**src/rtl/trc_ctrl_pkg.sv**
```systemverilog
package trc_ctrl_pkg;

    typedef struct packed {
        logic [3:0] rsvd;
        logic [2:0] core_sel;
        logic [2:0] raz_hi;
        logic       psize_hi;
        logic       data_only;
        logic       cprt_filt;
        logic       supp_data;
        logic [1:0] pmode_lo;
        logic [1:0] ctx_sz;
        logic       pmode_hi;
        logic       cyc_acc;
        logic       port_sel;
        logic       prog;
        logic       dbg_arm;
        logic       br_all;
        logic       raz_stall;
        logic [2:0] psize_lo;
        logic [1:0] dacc;
        logic       cprt_mon;
        logic       pdown;
    } ctrl_t;

    typedef enum logic [1:0] {
        DACC_NONE = 2'b00,
        DACC_DATA = 2'b01,
        DACC_ADDR = 2'b10,
        DACC_BOTH = 2'b11
    } dacc_e;

    localparam logic [31:0] WR_MASK  = 32'h0E3F_FF7F;
    localparam logic [31:0] RST_WORD = 32'h0000_0441;
    localparam logic [3:0]  PSIZE_OK = 4'b0100;
    localparam logic [2:0]  PMODE_OK = 3'b000;

    function automatic ctrl_t clean_word(input logic [31:0] w, input logic [2:0] lim);
        ctrl_t c;
        c = ctrl_t'(w & WR_MASK);
        if (c.core_sel > lim) c.core_sel = lim;
        return c;
    endfunction

    function automatic logic [2:0] ctx_count(input logic [1:0] sz);
        case (sz)
            2'b00:   return 3'd0;
            2'b01:   return 3'd1;
            2'b10:   return 3'd2;
            default: return 3'd4;
        endcase
    endfunction

    function automatic logic [3:0] psize_of(input ctrl_t c);
        return {c.psize_hi, c.psize_lo};
    endfunction

    function automatic logic [2:0] pmode_of(input ctrl_t c);
        return {c.pmode_hi, c.pmode_lo};
    endfunction

endpackage

```
**src/rtl/trc_ctrl_store.sv**
```systemverilog
module trc_ctrl_store
    import trc_ctrl_pkg::*;
#(
    parameter logic [2:0] CORE_LIM = 3'd3
) (
    input  logic        clk,
    input  logic        rst,
    input  logic        wr_en,
    input  logic [31:0] wdata,
    output ctrl_t       q
);
    always_ff @(posedge clk) begin
        if (rst)        q <= ctrl_t'(RST_WORD);
        else if (wr_en) q <= clean_word(wdata, CORE_LIM);
    end
endmodule

```
**src/rtl/trc_ctrl_decode.sv**
```systemverilog
module trc_ctrl_decode #(
    parameter int ADDR_W = 10,
    parameter logic [ADDR_W-1:0] CTRL_ADDR = '0,
    parameter logic [ADDR_W-1:0] LOCK_ADDR = '1
) (
    input  logic [ADDR_W-1:0] addr,
    input  logic              we,
    input  logic              pdown,
    output logic              hit_ctrl,
    output logic              ctrl_we,
    output logic              nbr_we
);
    logic hit_lock;

    always_comb begin
        hit_ctrl = (addr == CTRL_ADDR);
        hit_lock = (addr == LOCK_ADDR);
        ctrl_we  = we && hit_ctrl;
        nbr_we   = we && !hit_ctrl && (hit_lock || !pdown);
    end
endmodule

```
**src/rtl/trc_dbg_hs.sv**
```systemverilog
module trc_dbg_hs (
    input  logic clk,
    input  logic rst,
    input  logic arm,
    input  logic trig,
    input  logic ack,
    output logic req
);
    typedef enum logic {HS_IDLE, HS_WAIT} hs_e;
    hs_e st;

    always_ff @(posedge clk) begin
        if (rst) begin
            st <= HS_IDLE;
        end else begin
            case (st)
                HS_IDLE: if (arm && trig) st <= HS_WAIT;
                HS_WAIT: if (ack)         st <= HS_IDLE;
                default:                  st <= HS_IDLE;
            endcase
        end
    end

    assign req = (st == HS_WAIT);
endmodule

```
**src/rtl/trc_ctrl_reg.sv**
```systemverilog
module trc_ctrl_reg
    import trc_ctrl_pkg::*;
#(
    parameter int ADDR_W = 10,
    parameter int MAX_CORE = 3,
    parameter logic [ADDR_W-1:0] CTRL_ADDR = '0,
    parameter logic [ADDR_W-1:0] LOCK_ADDR = ADDR_W'('h3EC)
) (
    input  logic              clk,
    input  logic              rst,
    input  logic [ADDR_W-1:0] bus_addr,
    input  logic              bus_we,
    input  logic [31:0]       bus_wdata,
    output logic [31:0]       bus_rdata,
    input  logic              trig,
    input  logic              dbg_ack,
    output logic              dbg_req,
    output logic              pwr_up,
    output logic              port_en,
    output logic              nbr_we,
    output logic              psize_bad,
    output logic              pmode_bad,
    output logic [2:0]        core_sel,
    output logic [2:0]        ctx_bytes,
    output logic              daddr_en,
    output logic              ddata_en
);
    localparam logic [2:0] CORE_LIM = 3'(MAX_CORE);

    ctrl_t cfg;
    logic  hit_ctrl;
    logic  ctrl_we;
    dacc_e dmode;

    trc_ctrl_decode #(
        .ADDR_W   (ADDR_W),
        .CTRL_ADDR(CTRL_ADDR),
        .LOCK_ADDR(LOCK_ADDR)
    ) u_dec (
        .addr    (bus_addr),
        .we      (bus_we),
        .pdown   (cfg.pdown),
        .hit_ctrl(hit_ctrl),
        .ctrl_we (ctrl_we),
        .nbr_we  (nbr_we)
    );

    trc_ctrl_store #(.CORE_LIM(CORE_LIM)) u_store (
        .clk  (clk),
        .rst  (rst),
        .wr_en(ctrl_we),
        .wdata(bus_wdata),
        .q    (cfg)
    );

    trc_dbg_hs u_hs (
        .clk (clk),
        .rst (rst),
        .arm (cfg.dbg_arm),
        .trig(trig),
        .ack (dbg_ack),
        .req (dbg_req)
    );

    always_comb begin
        bus_rdata = hit_ctrl ? 32'(cfg) : 32'h0;
        pwr_up    = !cfg.pdown;
        port_en   = cfg.port_sel;
        psize_bad = (psize_of(cfg) != PSIZE_OK);
        pmode_bad = (pmode_of(cfg) != PMODE_OK);
        core_sel  = cfg.core_sel;
        ctx_bytes = ctx_count(cfg.ctx_sz);
        dmode     = dacc_e'(cfg.dacc);
        daddr_en  = (dmode == DACC_ADDR) || (dmode == DACC_BOTH);
        ddata_en  = (dmode == DACC_DATA) || (dmode == DACC_BOTH);
    end
endmodule

```
**config.mk**
```make
export PLATFORM = sky130hd
export DESIGN_NAME = trc_ctrl_reg
export DESIGN_NICKNAME = d
export VERILOG_FILES = /design/src/rtl/trc_ctrl_pkg.sv /design/src/rtl/trc_ctrl_store.sv /design/src/rtl/trc_ctrl_decode.sv /design/src/rtl/trc_dbg_hs.sv /design/src/rtl/trc_ctrl_reg.sv
export SDC_FILE = /design/constraint.sdc
export NUM_CORES = 1
export LEC_CHECK = 0
export BUFFER_PORTS_ARGS = -buffer_cell sky130_fd_sc_hd__buf_2
export CAP_MARGIN = 20
export CORE_MARGIN = 3
export CORE_UTILIZATION = 35
export DETAILED_ROUTE_END_ITERATION = 12
export PLACE_DENSITY = 0.66
export SLEW_MARGIN = 20
export SYNTH_ARGS = -nofsm -noshare
export SYNTH_HDL_FRONTEND = slang
export SYNTH_SLANG_ARGS = --single-unit
```
**constraint.sdc**
```tcl
create_clock -name clk -period 2.1 [get_ports clk]
set_input_delay 0.105 -clock clk [delete_from_list [all_inputs] [get_ports clk]]
set_output_delay 0.105 -clock clk [all_outputs]
set_load 0.05 [all_outputs]
```
* After elaboration in Yosys (flattened, before gate mapping)
Index checks and enable logic that the tools add are counted.
Word-level totals: register bits after elaboration 25, latch bits 0, RAM bits 0, bits in read-only memories 0, input bits 47, output and inout bits 46, word-level logic and storage cells 45, memories 0
Operators by class: add/subtract/negate cells 0, multipliers 0, div/mod/pow operators 0, $lt $le $gt $ge 1, equality and inequality tests 7, shift-type cells 0, muxes and demuxes 6, bitwise gates (word level) 1, reductions and logical operators 12
Operators by type and width (count):
- 28-bit 2-to-1 mux | 1
- 10-bit equality test (second input constant) | 1
- 10-bit logical NOT | 1
- 3-bit one-hot mux with 3 select lines | 1
- 2-bit equality test (second input constant) | 3
- 2-bit by 1-bit equality test with 1-bit output (second input constant) | 2
- 1-bit logical AND | 4
- 4-bit by 3-bit != test with 1-bit output (second input constant) | 1
- 3-bit by 2-bit greater-than comparator with 1-bit output (second input constant) | 1
- 1-bit logical OR | 3
- 3-bit 2-to-1 mux | 1
- 3-bit nonzero test | 1
- 1-bit logical NOT | 2
- 2-bit logical NOT | 1
- 1-bit 2-to-1 mux | 2
- 1-bit one-hot mux with 2 select lines | 1
- 1-bit NOT | 1

* Logic depth before layout (Yosys ltp)
Gate-level depths: netlist of the first run.
depth in word-level cells 4, depth in mapped cells 4, mapped depth without buffers 3

* Hierarchy
A second synthesis of the first run with hierarchy kept.
Unflattened totals: cells, all modules 144, area total of the unflattened synthesis 1313.8 um^2
Modules (own cells, without submodules):
- trc_ctrl_store | times used 1, cells each 87, area each 953.4 um^2, sequential area each 480.5 um^2
- trc_ctrl_reg | times used 1, cells each 43, area each 259.0 um^2, sequential area each 0.0 um^2
- trc_ctrl_decode | times used 1, cells each 10, area each 62.6 um^2, sequential area each 0.0 um^2
- trc_dbg_hs | times used 1, cells each 4, area each 38.8 um^2, sequential area each 20.0 um^2

* Worst setup path after synthesis of the first run
Ideal clock, no wire load.
path type input port to output port, start point input bus_addr[1], end point output nbr_we, arrival time 2.009 ns, data required time 1.995 ns, slack -0.014 ns, stages 3, path buffers 0, cells stage by stage or3_1 > o31a_1 > nor3b_1
On the way: cells in the longest elaborated chain, start to end 4, elaborated cells between the ends (all ways) 6, classes of those cells 1 x eq/ne; 5 x reduce/logical
RTL lines:
- from (decl) | RTL line trc_ctrl_reg.sv:11 | input logic [ADDR_W-1:0] bus_addr,
- 10-bit logical NOT | RTL line trc_ctrl_decode.sv:16 | hit_ctrl = (addr == CTRL_ADDR);
- 1-bit logical NOT | RTL line trc_ctrl_decode.sv:19 | nbr_we = we && !hit_ctrl && (hit_lock || !pdown);
- 1-bit logical AND | RTL line trc_ctrl_decode.sv:19
- 1-bit logical AND (*) | RTL line trc_ctrl_decode.sv:19
- to (decl) | RTL line trc_ctrl_reg.sv:20 | output logic nbr_we,
Every way passes the cells marked *; elsewhere a longest branch is shown, timed or not.

* Worst setup path after layout of the first run
start point input bus_addr[2], end point output bus_rdata[5]
On the way: cells in the longest elaborated chain, start to end 2
RTL lines:
- 10-bit logical NOT | RTL line trc_ctrl_decode.sv:16
- 28-bit 2-to-1 mux | RTL line trc_ctrl_reg.sv:66 | bus_rdata = hit_ctrl ? 32'(cfg) : 32'h0;
- to (decl) | RTL line trc_ctrl_reg.sv:14 | output logic [31:0] bus_rdata,
No other way between the ends.

==> metrics.txt, run 1 <==
status finished clean; Max-Slew Margin vs Limit 0.599; hpwl dp 2.48 mm; Residual DRC 0; Avg Cell Area, Syn 9.04 sq um; routed len/inst around 12 um; gpl congestion 0.740; fin worst setup slack around 0.34 ns; first-pass GRT wire length about 5.3 mm; RSZ-0062 raised after global routing no; pre-CTS setup slack ~0.34 ns; Vias about 1.3k; number of core rows 22; Syn Inst Count around 160; Overflow after GRT 0; final setup violation count 0; largest net degree at the start of global routing between 40 and 50; Num Clock Sinks 25; leakage about 0.9 nW; Peak VDD IR approximately 210 uV; post-cts repair resize count 0; Yosys warnings 0; Initial Utilization 0.380; clock skew 0.0000139 ns; die area 0.00497 sq mm; CP peak stage delay approximately 0.57 ns; Ports 93; hold slack between 0.08 and 0.09 ns; most frequent cells in the layout buf_2, nand2b_1, and2_1, dfxtp_1, mux2i_1; period utilization 0.837; Power Density between 400 and 500 mW/mm^2; GRT Util Overall 0.131; Peak Freq 569 MHz; Startpoint Class primary input; Diodes inserted 0; most common cell after layout, fill and taps aside buf_2; DR iter-0 viols 24; Routed WL 3.24 mm; worst skew pair latency about 0.26 ns; height of the die 70.5 um; worst endpoint required time around 2 ns; CP max FO 13; P&R area growth vs syn 28.6%; transition time of the tightest slew-check pin 0.601 ns; antenna-violating nets left 0; clock buffer depth 2; fillcell total a little under 400; Bufs and invs on worst path 3; core area roughly 0.0038 sq mm; CP arrival roughly 1.7 ns; Synth Cell Area roughly 0.0015 sq mm; 1st-pass router iterations 4; H-tree levels 1; number of max-cap violations 0; Worst setup EP type primary output; family with the most delay on the worst path simple AND/OR/NAND/NOR gates; Hold Buf Count CTS 0; vias per inst about 4.5; slowest CP cell or4_4; TritonCTS clock tree done; crit path time final roughly 1.8 ns; Seq/Total Area, Yosys 0.344; number of global-route vias before repair about 1.2k; antenna violations before repair 0; TNS Setup 0 ns; final net count between 200 and 300; CP most frequent cell buf_2; Slew Viols, Final 0; share of layout cells above drive strength 1 0.391; #FFs+latches synth 25; Setup CP Type in2out; count of cell types in the netlist 24; Hold Crit Class in2reg; input/output buffers 76; Final Hold Viols 0; root buf cell clkbuf_8; Cell Chain, Critical Path buf_2 -> or4_4 -> nor4_4 -> buf_4 -> and2_1 -> buf_2; post-CTS setup buffers 0; Die X-Extent 70.5 um; total power 0.000867 W; clk slew on worst S/H paths around 0.090 ns; Num CTS Buffers 3
[Yosys cell counts (all sizes together)]
master  instances  area share
nand2b         39        0.17
and2           25        0.11
dfxtp          25        0.34
mux2i          23        0.16
buf            13       0.072
clkbuf          9       0.023
nor2            7       0.018
nor2b           2      0.0086
nor3b           2       0.010
nor4            2       0.023
o21bai          2       0.010
or3             2      0.0086
conb            1      0.0026
inv             1      0.0026
mux2            1      0.0077
nand2           1      0.0026
nand3           1      0.0034
nand4           1      0.0043
o31a            1      0.0060
or2             1      0.0043
or4             1      0.0077
or4b            1      0.0069
[power by group]
part / internal (W) / leakage [nW] / switching, W
combinational: 0.0000453 / 0.672 / 0.0000646
sequential: 0.000474 / 0.201 / 0.000000109
clock: 0.000136 / 0.0228 / 0.000148
[flip-flops by register name (all words and copies together) (netlist names)]
| register | flops |
|---|---|
| u_store.q | 24 |
| u_hs.req | 1 |
[area by class of cell]
class	instances	area [sq um]	share of cell area
well taps	48	60.1	0.0321
clock buffers	4	45.0	0.0241
multi-input cells	120	852	0.455
flip-flops and latches	25	500	0.267
inverters	1	3.75	0.00201
repair buffers	80	410	0.219
[per-layer routing]
| layer | up-vias | wire [um] | global-route usage |
|---|---|---|---|
| li1 | 632 | - | - |
| met1 | 566 | 1380 | 0.156 |
| met3 | 4 | 331 | 0.0345 |
| met4 | 0 | 38 | 0.0511 |
| met2 | 55 | 1490 | 0.221 |
| met5 | - | 0 | 0 |
[worst paths after layout]
path	start	to	cells after the start	slack (ns)
worst min-delay path	bus_wdata[18]	u_store.q[18]$_SDFFE_PP0P_	3	0.08
worst min register to register	u_store.q[1]$_SDFFE_PP0P_	u_store.q[1]$_SDFFE_PP0P_	2	0.47
worst max register to register	u_store.q[9]$_SDFFE_PP0P_	u_hs.req$_SDFF_PP0_	3	1.30
worst max-delay path	bus_addr[2]	bus_rdata[5]	6	0.34
[kinds of logic after synthesis]
| group | count (synthesis) | synth area share |
|---|---|---|
| AOI/OAI and AO/OA | 3 | 0.0163 |
| buffers and inverters | 23 | 0.0980 |
| DFF | 25 | 0.344 |
| muxes | 24 | 0.166 |
| other | 1 | 0.00258 |
| and+or+nand+nor | 85 | 0.373 |
[worst reg2reg max path, stage by stage, from the launching register on]
cell and delay (ns):
dfxtp_1 0.36, nand2_1 0.06, mux2_2 0.25, nor2_1 0.07
[stage by stage]
step	cells	utilization	area (sq um)
2_1_floorplan	168	-	1490
3_3_place_gp	274	0.477	1830
3_5_place_dp	274	0.477	1830
4_1_cts	278	0.489	1870
5_1_grt	278	0.489	1870
6_report	278	0.489	1870
Power figures use the tool's default switching activity.
==> run 2, diff against run 1 <==
Settings changed: PLACE_DENSITY 0.66 to 0.69.
Clock period 2.1 ns to 1.6 ns, I/O delays scaled along.
==> run 2 against run 1 <==
Against the previous run:
- flip-flop and latch count unchanged
- wire length down 0.12%
- clock-buffer cell count unchanged
- worst hold slack worse by 0.015 ns
- total power up 31%
- non-clock buffer count up 3
- core utilization up 7.0 points
- sequential share of layout area down 3.4 points
- via count down 0.16%
- cell count up 1.1%
- worst setup slack worse by 0.33 ns
- largest power group unchanged
- highest routed layer unchanged
==> metrics.txt, run 2 (synthesis gave the netlist of run 1 again) <==
status finished clean; switch share 0.239; hold wc startpoint bus_wdata[19]; Setup CP Type in2out; Num CTS Buffers 3; antenna-violating nets left 0; Diodes inserted 0; switching pwr 0.000272 W; Combinational Power Share 0.136; final net count between 200 and 300; Ports between 90 and 100; worst skew pair latency about 0.26 ns; GRT Util Overall 0.123; die area around 0.0050 sq mm; slowest CP cell or4_4; design area ~0.0021 sq mm; reg-to-reg slack, setup about 0.8 ns; Hold Crit Class in2reg; TNS Setup 0 ns; Overflow after GRT 0; Routed WL approximately 3.2 mm; final setup violation count 0; routed len/inst about 12 um; first-pass GRT wire length about 5 mm; Worst R2R Start u_store.q[9]$_SDFFE_PP0P_; CP peak stage delay between 0.5 and 0.6 ns; core area 0.00383 sq mm; fillcell total 360; Slew Viols, Final 0; number of core rows 22; Flop pwr share 0.546; worst endpoint required time around 1.5 ns; Initial Utilization 0.380; H-tree levels 1; leakage 0.961 nW; Multi-input gate area 883 sq um; gpl congestion between 0.7 and 0.8; Final Hold Viols 0; Internal just under 0.0009 W; height of the die between 70 and 80 um; clock skew 0.0000323 ns; CP arrival ~1.5 ns; clk slew on worst S/H paths ~0.08 ns; Worst setup EP type primary output; largest net degree at the start of global routing a little under 50; Num Clock Sinks 25; most frequent cells in the layout buf_2, nand2b_1, dfxtp_1; Power Density about 530 mW/mm^2; crit path time final ~1.6 ns; DR iter-0 viols 25; CP max FO 13; TritonCTS clock tree done; root buf cell clkbuf_8; Core Util, Final 0.560; Startpoint Class primary input; P&R area growth vs syn 47.1%; Clk pwr share 0.318; period utilization 0.992; 1st-pass router iterations 4; antenna violations before repair 0; max reg flops 24; Largest Register u_store.q; CP startpoint bus_addr[2]; RSZ-0062 raised after global routing yes; CP most frequent cell buf_6; number of max-cap violations 0; Peak VDD IR 254 uV; clock buffer depth 2; Residual DRC 0; Peak Freq about 630 MHz; vias per inst about 4.5; input/output buffers 76; share of layout cells above drive strength 1 0.485; Die X-Extent 70.5 um; hpwl dp between 2 and 2.5 mm; storage element area 500 sq um; placed cell area approximately 0.0019 sq mm; Cell Chain, Critical Path buf_6 -> or4_4 -> nor4_4 -> buf_6 -> and2_2 -> buf_6; number of global-route vias before repair 1151; Vias 1255; most common cell after layout, fill and taps aside buf_2
-- run 2: cell types whose count changed in the layout (fill, tap and decap cells not counted) --
cell    before  now
buf_6        0   20
buf_2       76   49
buf_4        4    5
and2_1      25    5
buf_12       0    1
and2_4       0    5
buf_8        0    8
and2_2       0   15
-- run 2: stage by stage --
stage / total power (W) / hold slack [ns] / setup slack (ns) / cells
after floorplan: 0.000742 / 0.235 / -0.0379 / 168
after global placement: 0.000788 / 0.337 / -0.106 / 277
after detailed placement: 0.000788 / 0.349 / -0.135 / 277
after CTS: 0.00115 / 0.0629 / -0.0381 / 281
after global routing: 0.00119 / 0.0698 / -0.0413 / 281
final: 0.00114 / 0.0691 / 0.0121 / 281
-- run 2: metal layers --
| layer | vias to the layer above | track usage | share of wire |
|---|---|---|---|
| met4 | 0 | 0.0319 | 0.0049 |
| li1 | 643 | - | - |
| met1 | 559 | 0.162 | 0.44 |
| met3 | 2 | 0.0331 | 0.096 |
| met2 | 51 | 0.196 | 0.46 |
| met5 | - | 0 | 0 |
-- run 2: worst paths after layout --
kind / endpoint / cells past startpoint
hold / removal: u_store.q[19]$_SDFFE_PP0P_ / 3
hold reg to reg: u_store.q[12]$_SDFFE_PP0P_ / 2
setup / recovery: bus_rdata[19] / 6
setup reg to reg: u_hs.req$_SDFF_PP0_ / 3
-- run 2: repair_timing --
action | in CTS | in global routing
hold buffers | 0 | 0
setup endpoints to repair | 24 | 26
gates resized for setup | 24 | 39
cloned | 0 | 0
pin swaps | 0 | 1
buffers inserted | 0 | 0
-- run 2: power groups by stage --
stage                     Sequential, W  Combinational [W]  Clock (W)
final                          0.000622           0.000155   0.000362
after global routing           0.000622           0.000168   0.000403
after CTS                      0.000622           0.000152   0.000380
after detailed placement       0.000637           0.000152          0
after global placement         0.000637           0.000152          0
after floorplan                0.000637           0.000105          0
-- run 2: cell type report --
type | count | share of cell area
tap | 48 | 0.0281
timing repair buffer | 83 | 0.303
sequential | 25 | 0.234
inverter | 1 | 0.00175
clock buffer | 4 | 0.0210
multi-input combinational | 120 | 0.413
-- run 2: critical path: cells and delay by family --
| family | cells | cell delay [ns] |
|---|---|---|
| buf+inv | 3 | 0.43 |
| simple gates | 3 | 0.99 |
